**src/rtl/irq_arb6_pkg.sv**
```systemverilog
// Shared constants for the six-source interrupt arbiter.
// Assumes source indices follow the fixed polling order, index 0 polled first.
package irq_arb6_pkg;
    localparam int NSRC   = 6;
    localparam int LVLW   = 2;
    localparam int NLVL   = 1 << LVLW;
    localparam int IDXW   = $clog2(NSRC);
    localparam int NEXT   = 2;
    localparam int AW     = 8;
    localparam int DW     = 8;
    localparam logic [AW-1:0] ADDR_EN  = 8'hA8;
    localparam logic [AW-1:0] ADDR_PLO = 8'hB8;
    localparam logic [AW-1:0] ADDR_PHI = 8'hB7;
    localparam logic [7:0]    VEC_BASE = 8'h03;
    localparam int            VEC_SHIFT = 3;

    typedef enum logic [IDXW-1:0] {
        SRC_X0 = 3'd0,
        SRC_T0 = 3'd1,
        SRC_X1 = 3'd2,
        SRC_T1 = 3'd3,
        SRC_SP = 3'd4,
        SRC_T2 = 3'd5
    } src_e;
endpackage

```
**src/rtl/irq_ext_capture.sv**
```systemverilog
// External request capture for one active-low pin.
// Level mode: the flag mirrors the inverted pin one cycle late.
// Edge mode: a falling edge sets the flag, and an acknowledge of this source
// clears it. A new edge wins over a clear in the same cycle.
// Assumes the pin is already synchronous to clk.
module irq_ext_capture (
    input  logic clk,
    input  logic rst_n,
    input  logic pin_n,
    input  logic edge_mode,
    input  logic clr,
    output logic flag
);
    logic pin_q;
    logic fall;

    // Hold the previous pin sample for edge detection.
    always_ff @(posedge clk) begin
        if (!rst_n) pin_q <= 1'b1;
        else        pin_q <= pin_n;
    end

    assign fall = pin_q & ~pin_n;

    // Update the request flag according to the selected mode.
    always_ff @(posedge clk) begin
        if (!rst_n)          flag <= 1'b0;
        else if (!edge_mode) flag <= ~pin_n;
        else if (fall)       flag <= 1'b1;
        else if (clr)        flag <= 1'b0;
    end
endmodule

```
**src/rtl/irq_prio_select.sv**
```systemverilog
// Combinational winner search over the pending sources.
// The highest level wins. Because replacement requires a strictly greater
// level, the lowest index is kept on ties.
module irq_prio_select #(
    parameter int NSRC = 6,
    parameter int LVLW = 2,
    localparam int IDXW = $clog2(NSRC)
) (
    input  logic [NSRC-1:0] pend,
    input  logic [NSRC-1:0] lvl_hi,
    input  logic [NSRC-1:0] lvl_lo,
    output logic            found,
    output logic [IDXW-1:0] win_idx,
    output logic [LVLW-1:0] win_lvl
);
    // Scan in polling order and keep the best candidate seen so far.
    always_comb begin
        found   = 1'b0;
        win_idx = '0;
        win_lvl = '0;
        for (int i = 0; i < NSRC; i++) begin
            if (pend[i] && (!found || {lvl_hi[i], lvl_lo[i]} > win_lvl)) begin
                found   = 1'b1;
                win_idx = IDXW'(i);
                win_lvl = {lvl_hi[i], lvl_lo[i]};
            end
        end
    end
endmodule

```
**src/rtl/irq_level_stack.sv**
```systemverilog
// In-service level mask.
// A grant sets the granted level's bit, and a return clears the highest set
// bit. A candidate may preempt only if no bit at or above its level is set.
// Assumes the core never returns with an empty mask.
module irq_level_stack #(
    parameter int LVLW = 2,
    localparam int NLVL = 1 << LVLW
) (
    input  logic            clk,
    input  logic            rst_n,
    input  logic            grant,
    input  logic [LVLW-1:0] grant_lvl,
    input  logic            reti,
    input  logic [LVLW-1:0] cand_lvl,
    output logic            may_preempt,
    output logic [NLVL-1:0] isv
);
    logic [NLVL-1:0] top_bit;
    logic [NLVL-1:0] isv_nx;
    logic            seen;

    // Locate the highest level in service.
    always_comb begin
        top_bit = '0;
        seen    = 1'b0;
        for (int i = NLVL - 1; i >= 0; i--) begin
            if (!seen && isv[i]) begin
                top_bit[i] = 1'b1;
                seen       = 1'b1;
            end
        end
    end

    // Form the next mask: apply the return first, then the grant.
    always_comb begin
        isv_nx = reti ? (isv & ~top_bit) : isv;
        if (grant) isv_nx[grant_lvl] = 1'b1;
    end

    // Register the mask.
    always_ff @(posedge clk) begin
        if (!rst_n) isv <= '0;
        else        isv <= isv_nx;
    end

    assign may_preempt = (isv >> cand_lvl) == '0;
endmodule

```
**src/rtl/irq_arb6.sv**
```systemverilog
// Six-source four-level interrupt arbiter, top level.
// Holds the enable and both priority registers and forms the per-source
// requests. It drives irq and vector combinationally, and emits registered
// one-cycle timer clear pulses. Assumes ack is only meaningful while irq is
// high, and that the core reads vector in the cycle it asserts ack.
module irq_arb6
    import irq_arb6_pkg::*;
(
    input  logic          clk,
    input  logic          rst_n,
    input  logic          ext0_n,
    input  logic          ext1_n,
    input  logic [1:0]    ext_edge,
    input  logic          tf0,
    input  logic          tf1,
    input  logic          ser_ri,
    input  logic          ser_ti,
    input  logic          tf2,
    input  logic          exf2,
    input  logic          ack,
    input  logic          reti,
    input  logic          wr_en,
    input  logic [AW-1:0] wr_addr,
    input  logic [DW-1:0] wr_data,
    output logic          irq,
    output logic [7:0]    vector,
    output logic          clr_tf0,
    output logic          clr_tf1
);
    logic            ea_q;
    logic [NSRC-1:0] en_q, plo_q, phi_q;
    logic [NEXT-1:0] ext_pin_n, ext_flag, ext_clr;
    logic [NSRC-1:0] req, pend;
    logic            found, may_preempt, grant;
    logic [IDXW-1:0] win_idx;
    logic [LVLW-1:0] win_lvl;
    logic [NLVL-1:0] isv;
    logic            unused_wr_bits;

    assign unused_wr_bits = ^wr_data[DW-2:NSRC];

    // Register write port for the enable and both priority registers.
    always_ff @(posedge clk) begin
        if (!rst_n) begin
            ea_q  <= 1'b0;
            en_q  <= '0;
            plo_q <= '0;
            phi_q <= '0;
        end else if (wr_en) begin
            if (wr_addr == ADDR_EN) begin
                ea_q <= wr_data[DW-1];
                en_q <= wr_data[NSRC-1:0];
            end
            if (wr_addr == ADDR_PLO) plo_q <= wr_data[NSRC-1:0];
            if (wr_addr == ADDR_PHI) phi_q <= wr_data[NSRC-1:0];
        end
    end

    assign ext_pin_n = {ext1_n, ext0_n};
    assign ext_clr[0] = grant && (win_idx == IDXW'(SRC_X0));
    assign ext_clr[1] = grant && (win_idx == IDXW'(SRC_X1));

    generate
        for (genvar g = 0; g < NEXT; g++) begin : g_ext
            irq_ext_capture u_cap (
                .clk      (clk),
                .rst_n    (rst_n),
                .pin_n    (ext_pin_n[g]),
                .edge_mode(ext_edge[g]),
                .clr      (ext_clr[g]),
                .flag     (ext_flag[g])
            );
        end
    endgenerate

    assign req  = {tf2 | exf2, ser_ri | ser_ti, tf1, ext_flag[1], tf0, ext_flag[0]};
    assign pend = req & en_q & {NSRC{ea_q}};

    irq_prio_select #(.NSRC(NSRC), .LVLW(LVLW)) u_sel (
        .pend   (pend),
        .lvl_hi (phi_q),
        .lvl_lo (plo_q),
        .found  (found),
        .win_idx(win_idx),
        .win_lvl(win_lvl)
    );

    irq_level_stack #(.LVLW(LVLW)) u_stk (
        .clk        (clk),
        .rst_n      (rst_n),
        .grant      (grant),
        .grant_lvl  (win_lvl),
        .reti       (reti),
        .cand_lvl   (win_lvl),
        .may_preempt(may_preempt),
        .isv        (isv)
    );

    assign irq    = found && may_preempt;
    assign grant  = ack && irq;
    assign vector = VEC_BASE + (8'(win_idx) << VEC_SHIFT);

    // Hardware clear pulses for the timer flags, one cycle after the grant.
    always_ff @(posedge clk) begin
        if (!rst_n) begin
            clr_tf0 <= 1'b0;
            clr_tf1 <= 1'b0;
        end else begin
            clr_tf0 <= grant && (win_idx == IDXW'(SRC_T0));
            clr_tf1 <= grant && (win_idx == IDXW'(SRC_T1));
        end
    end
endmodule

```
**config.mk**
```make
export PLATFORM = sky130hd
export DESIGN_NAME = irq_arb6
export DESIGN_NICKNAME = d
export VERILOG_FILES = /design/src/rtl/irq_arb6_pkg.sv /design/src/rtl/irq_ext_capture.sv /design/src/rtl/irq_prio_select.sv /design/src/rtl/irq_level_stack.sv /design/src/rtl/irq_arb6.sv
export SDC_FILE = /design/constraint.sdc
export NUM_CORES = 1
export LEC_CHECK = 0
export ABC_CLOCK_PERIOD_IN_PS = 19500
export BUFFER_PORTS_ARGS = -buffer_cell sky130_fd_sc_hd__buf_2
export CAP_MARGIN = 20
export CELL_PAD_IN_SITES_DETAIL_PLACEMENT = 1
export CELL_PAD_IN_SITES_GLOBAL_PLACEMENT = 2
export CORE_ASPECT_RATIO = 0.6
export CORE_MARGIN = 3
export CORE_UTILIZATION = 34
export CTS_BUF_LIST = sky130_fd_sc_hd__clkbuf_4
export CTS_CLUSTER_DIAMETER = 50
export DETAILED_ROUTE_END_ITERATION = 16
export GPL_TIMING_DRIVEN = 0
export PLACE_DENSITY = 0.85
export SLEW_MARGIN = 20
export SYNTH_ARGS = -nofsm -noshare
export SYNTH_HDL_FRONTEND = slang
export SYNTH_SLANG_ARGS = --single-unit
export TNS_END_PERCENT = 20
```
**constraint.sdc**
```tcl
create_clock -name clk -period 19.5 [get_ports clk]
set_input_delay 5.85 -clock clk [delete_from_list [all_inputs] [get_ports clk]]
set_output_delay 5.85 -clock clk [all_outputs]
set_load 0.01 [all_outputs]
```
==> metrics.md <==
| Metric | Value |
|---|---|
| Cts hold-fix bufs | `0` |
| Register area | `581 um2` |
| Worst R2R End | `g_ext[1].u_cap.flag$_SDFFE_PN0P_` |
| CTS tree | `built` |
| CP max stage delay | `480 ps` |
| Setup-failing EPs final | `0` |
| Initial detailed-routing violation count | `92` |
| Maximum vdd ir drop | `0.0318 mV` |
| Synth async-reset ratio | `0%` |
| DR WL/cell | `16.1 um` |
| Final Cycle Share | `95.0%` |
| Largest net degree at the start of global routing | `11` |
| Cell Rows | `20` |
| Die X | `105 um` |
| Post-route cell area | `2370 um2` |
| Combinational Power Share | `7.4%` |
| Routed met3 length | `364 um` |
| Overflow left after global routing | `0` |
| Die Ht | `65.6 um` |
| Worst Setup End Kind | `primary output` |
| H-tree Lvls | `2` |
| Initial antenna violation count | `0` |
| ANT cells | `0` |
| Hold Startpoint | `en_q[3]$_SDFFE_PN0P_` |
| Seq pwr share | `50.9%` |
| Minimum clock period | `18,520 ps` |
| Synth Instances | `224` |
| Most frequent CP cell | `ha_1` |
| Net switching power | `0.0280 mW` |
| Top Layer Used | `met4` |
| Sequential cell area fraction in the yosys report | `28.9%` |
| Share of layout cells above drive strength 1 | `26.4%` |
| Mapped Avg Cell Area | `8.97 um2` |
| Reg2Reg Launch Point | `ea_q$_SDFFE_PN0P_` |
| Maximum clock path buffer count | `2` |
| Met2 wire len | `1950 um` |
| Final Net Count | `310` |
| RSZ-0062 raised after global routing | `no` |
| FILL cells | `659` |
| Clock power frac | `41.7%` |
| CTS clk-pin slew, worst paths | `90 ps` |
| Hold EP | `en_q[3]$_SDFFE_PN0P_` |
| Post-Syn Area | `2010 um2` |
| Max cap viols | `0` |
| Post-synth EDFFs | `0` |
| Root Driver | `clkbuf_4` |
| Placed instance area | `2300 um2` |
| Worst EP required | `13,650 ps` |
| Slowest-stage cell, CP | `a211oi_4` |
| Crit Path Category | `input port to primary output` |
| Crit path max fanout | `9` |
| Final Hold Viols | `0` |
| Area of the multi-input gates | `1320 um2` |
| Crit start category | `input port` |
| Worst reg2reg path depth | `36` |
| Post_cts resized | `0` |
| Met1 WL | `3210 um` |
| IO Port Bufs | `35` |
| Slew @ Worst Pin | `859 ps` |
| Slew Limit Fails | `0` |
| Internal power | `0.0903 mW` |
| First-pass DRT Iterations | `4` |
| Final TNS setup | `0 ps` |
| Worst hold path class | `flip-flop to flip-flop` |
| Postcts setup bufs | `0` |
| Commonest non-fill, non-tap cell in the layout | `buf_2` |
| Global-route wire length before repair | `9090 um` |
| # IOs | `42` |
| Fmax | `54.0 MHz` |
| CP arrival | `12,670 ps` |
| PD cells | `49.9 nW/um2` |
| Area grow syn2layout | `17.9%` |
| Sw frac | `23.7%` |
| Clock skew | `15.6 ps` |
| Total CTS buffers | `5` |
| #FFs+latches synth | `29` |
| DR vias | `1,763` |
| YS warnings | `0` |
| GRT Total Usage | `16.9%` |
| Total wire length | `5560 um` |
| CTS Sinks | `29` |
| Number of global-route vias before repair | `1,716` |
| Hold Path Stages | `2` |
| Starting density of the core | `37.3%` |
| GPL Wtd Cong | `0.798` |
| Commonest non-fill, non-tap cells in the layout | `buf_2 (36), dfxtp_1 (29), nor2b_1 (26), mux2i_1 (20), nand2_1 (16)` |
| CORE AREA | `5380 um2` |
| Max-slew headroom | `42.4%` |
| Flop2flop setup slack | `11,010 ps` |
| Distinct cell type count after synthesis | `60` |
| Final Util | `44.0%` |
| Post-route ant nets | `0` |
| P_leak | `1.01 nW` |
| Dominant synthesized flop cell | `dfxtp_1` |
| # DRC | `0` |
| Full die area | `6900 um2` |
| Detail Placement HPWL | `4510 um` |
| Vias per cell | `5.10` |
| Clk_lat worst skew | `340 ps` |
| Outcome | `complete, no violations` |
## power groups by stage
| stage | combinational, mW | clock [mW] | sequential [mW] |
|---|---|---|---|
| global placement | 0.00860 | 0 | 0.0615 |
| global route | 0.00981 | 0.0535 | 0.0603 |
| finish | 0.00876 | 0.0493 | 0.0602 |
| CTS | 0.00877 | 0.0507 | 0.0602 |
| floorplan | 0.00391 | 0 | 0.0614 |
| detailed placement | 0.00875 | 0 | 0.0616 |
## per-layer routing
metal	vias to the layer above	global-route usage, %
met2	43	22.5
li1	894	-
met4	0	2.95
met1	821	25.7
met5	-	0
met3	5	5.79
## critical path: cells and delay by family
kind                       cells  cell delay [ps]
and+or+nand+nor                6              900
AOI/OAI and AO/OA             16             4170
buffers and inverters          3              400
muxes                          1              140
adders and majority gates      4             1200
## flip-flops by register name (all words and copies together), names as in the netlist
signal / cells
clr_tf0: 1
plo_q: 6
clr_tf1: 1
g_ext.u_cap.flag: 2
en_q: 6
g_ext.u_cap.pin_q: 2
phi_q: 6
ea_q: 1
u_stk.isv: 4
## kinds of logic (layout without fill, tap and decap cells)
logic type               count (synthesis)  after routing  synth area share, %
AO/OA/AOI/OAI                           61             61                 27.0
adder cells (fa/ha/maj)                 10             10                 6.23
buffers and inverters                   25             67                 6.04
flip-flops                              29             29                 28.9
multiplexers                            20             20                 9.96
other                                    2              5                0.374
AND/OR/NAND/NOR                         77             77                 21.5
## how the worst max path moves through the flow
stage | from | to | slack, ps | cells past startpoint
after floorplan | tf0 | irq | 2140 | 29
after global placement | tf0 | irq | 1200 | 29
after detailed placement | tf0 | irq | 1060 | 31
after CTS | tf0 | irq | 1030 | 30
after global routing | tf0 | irq | 420 | 31
final | tf0 | irq | 980 | 30
## stage by stage
step / hold slack [ps] / power (mW) / worst slack, ps / cells
2_1_floorplan: 465 / 0.0653 / 2140 / 227
3_3_place_gp: 495 / 0.0701 / 1200 / 339
3_5_place_dp: 510 / 0.0703 / 1060 / 339
4_1_cts: 536 / 0.120 / 1030 / 346
5_1_grt: 559 / 0.124 / 424 / 346
6_report: 529 / 0.118 / 977 / 346
## synth_stat cells, drive strengths merged, types with 3 or more instances
cell type / count / area (um2)
and2: 5 / 33.8
a21oi: 11 / 58.8
dfxtp: 29 / 581
nor3: 4 / 20.0
ha: 10 / 125
a211oi: 3 / 45.0
nand2: 16 / 60.1
nand3b: 4 / 30.0
nand3: 6 / 30.0
nor2: 5 / 18.8
o31ai: 3 / 41.3
inv: 14 / 52.6
buf: 7 / 53.8
mux2i: 20 / 200
clkbuf: 4 / 15.0
o21ai: 12 / 75.1
nor2b: 26 / 163
o22ai: 3 / 18.8
o211ai: 4 / 35.0
## layout make-up
cell class | instances | area share (%)
Buffer | 11 | 2.90
Clock buffer | 5 | 1.58
Clock inverter | 2 | 1.48
Inverter | 14 | 2.22
Multi-Input combinational cell | 173 | 55.9
Sequential cell | 29 | 24.5
Tap cell | 77 | 4.07
Timing Repair Buffer | 35 | 7.39
(Power assumes the default switching activity.)
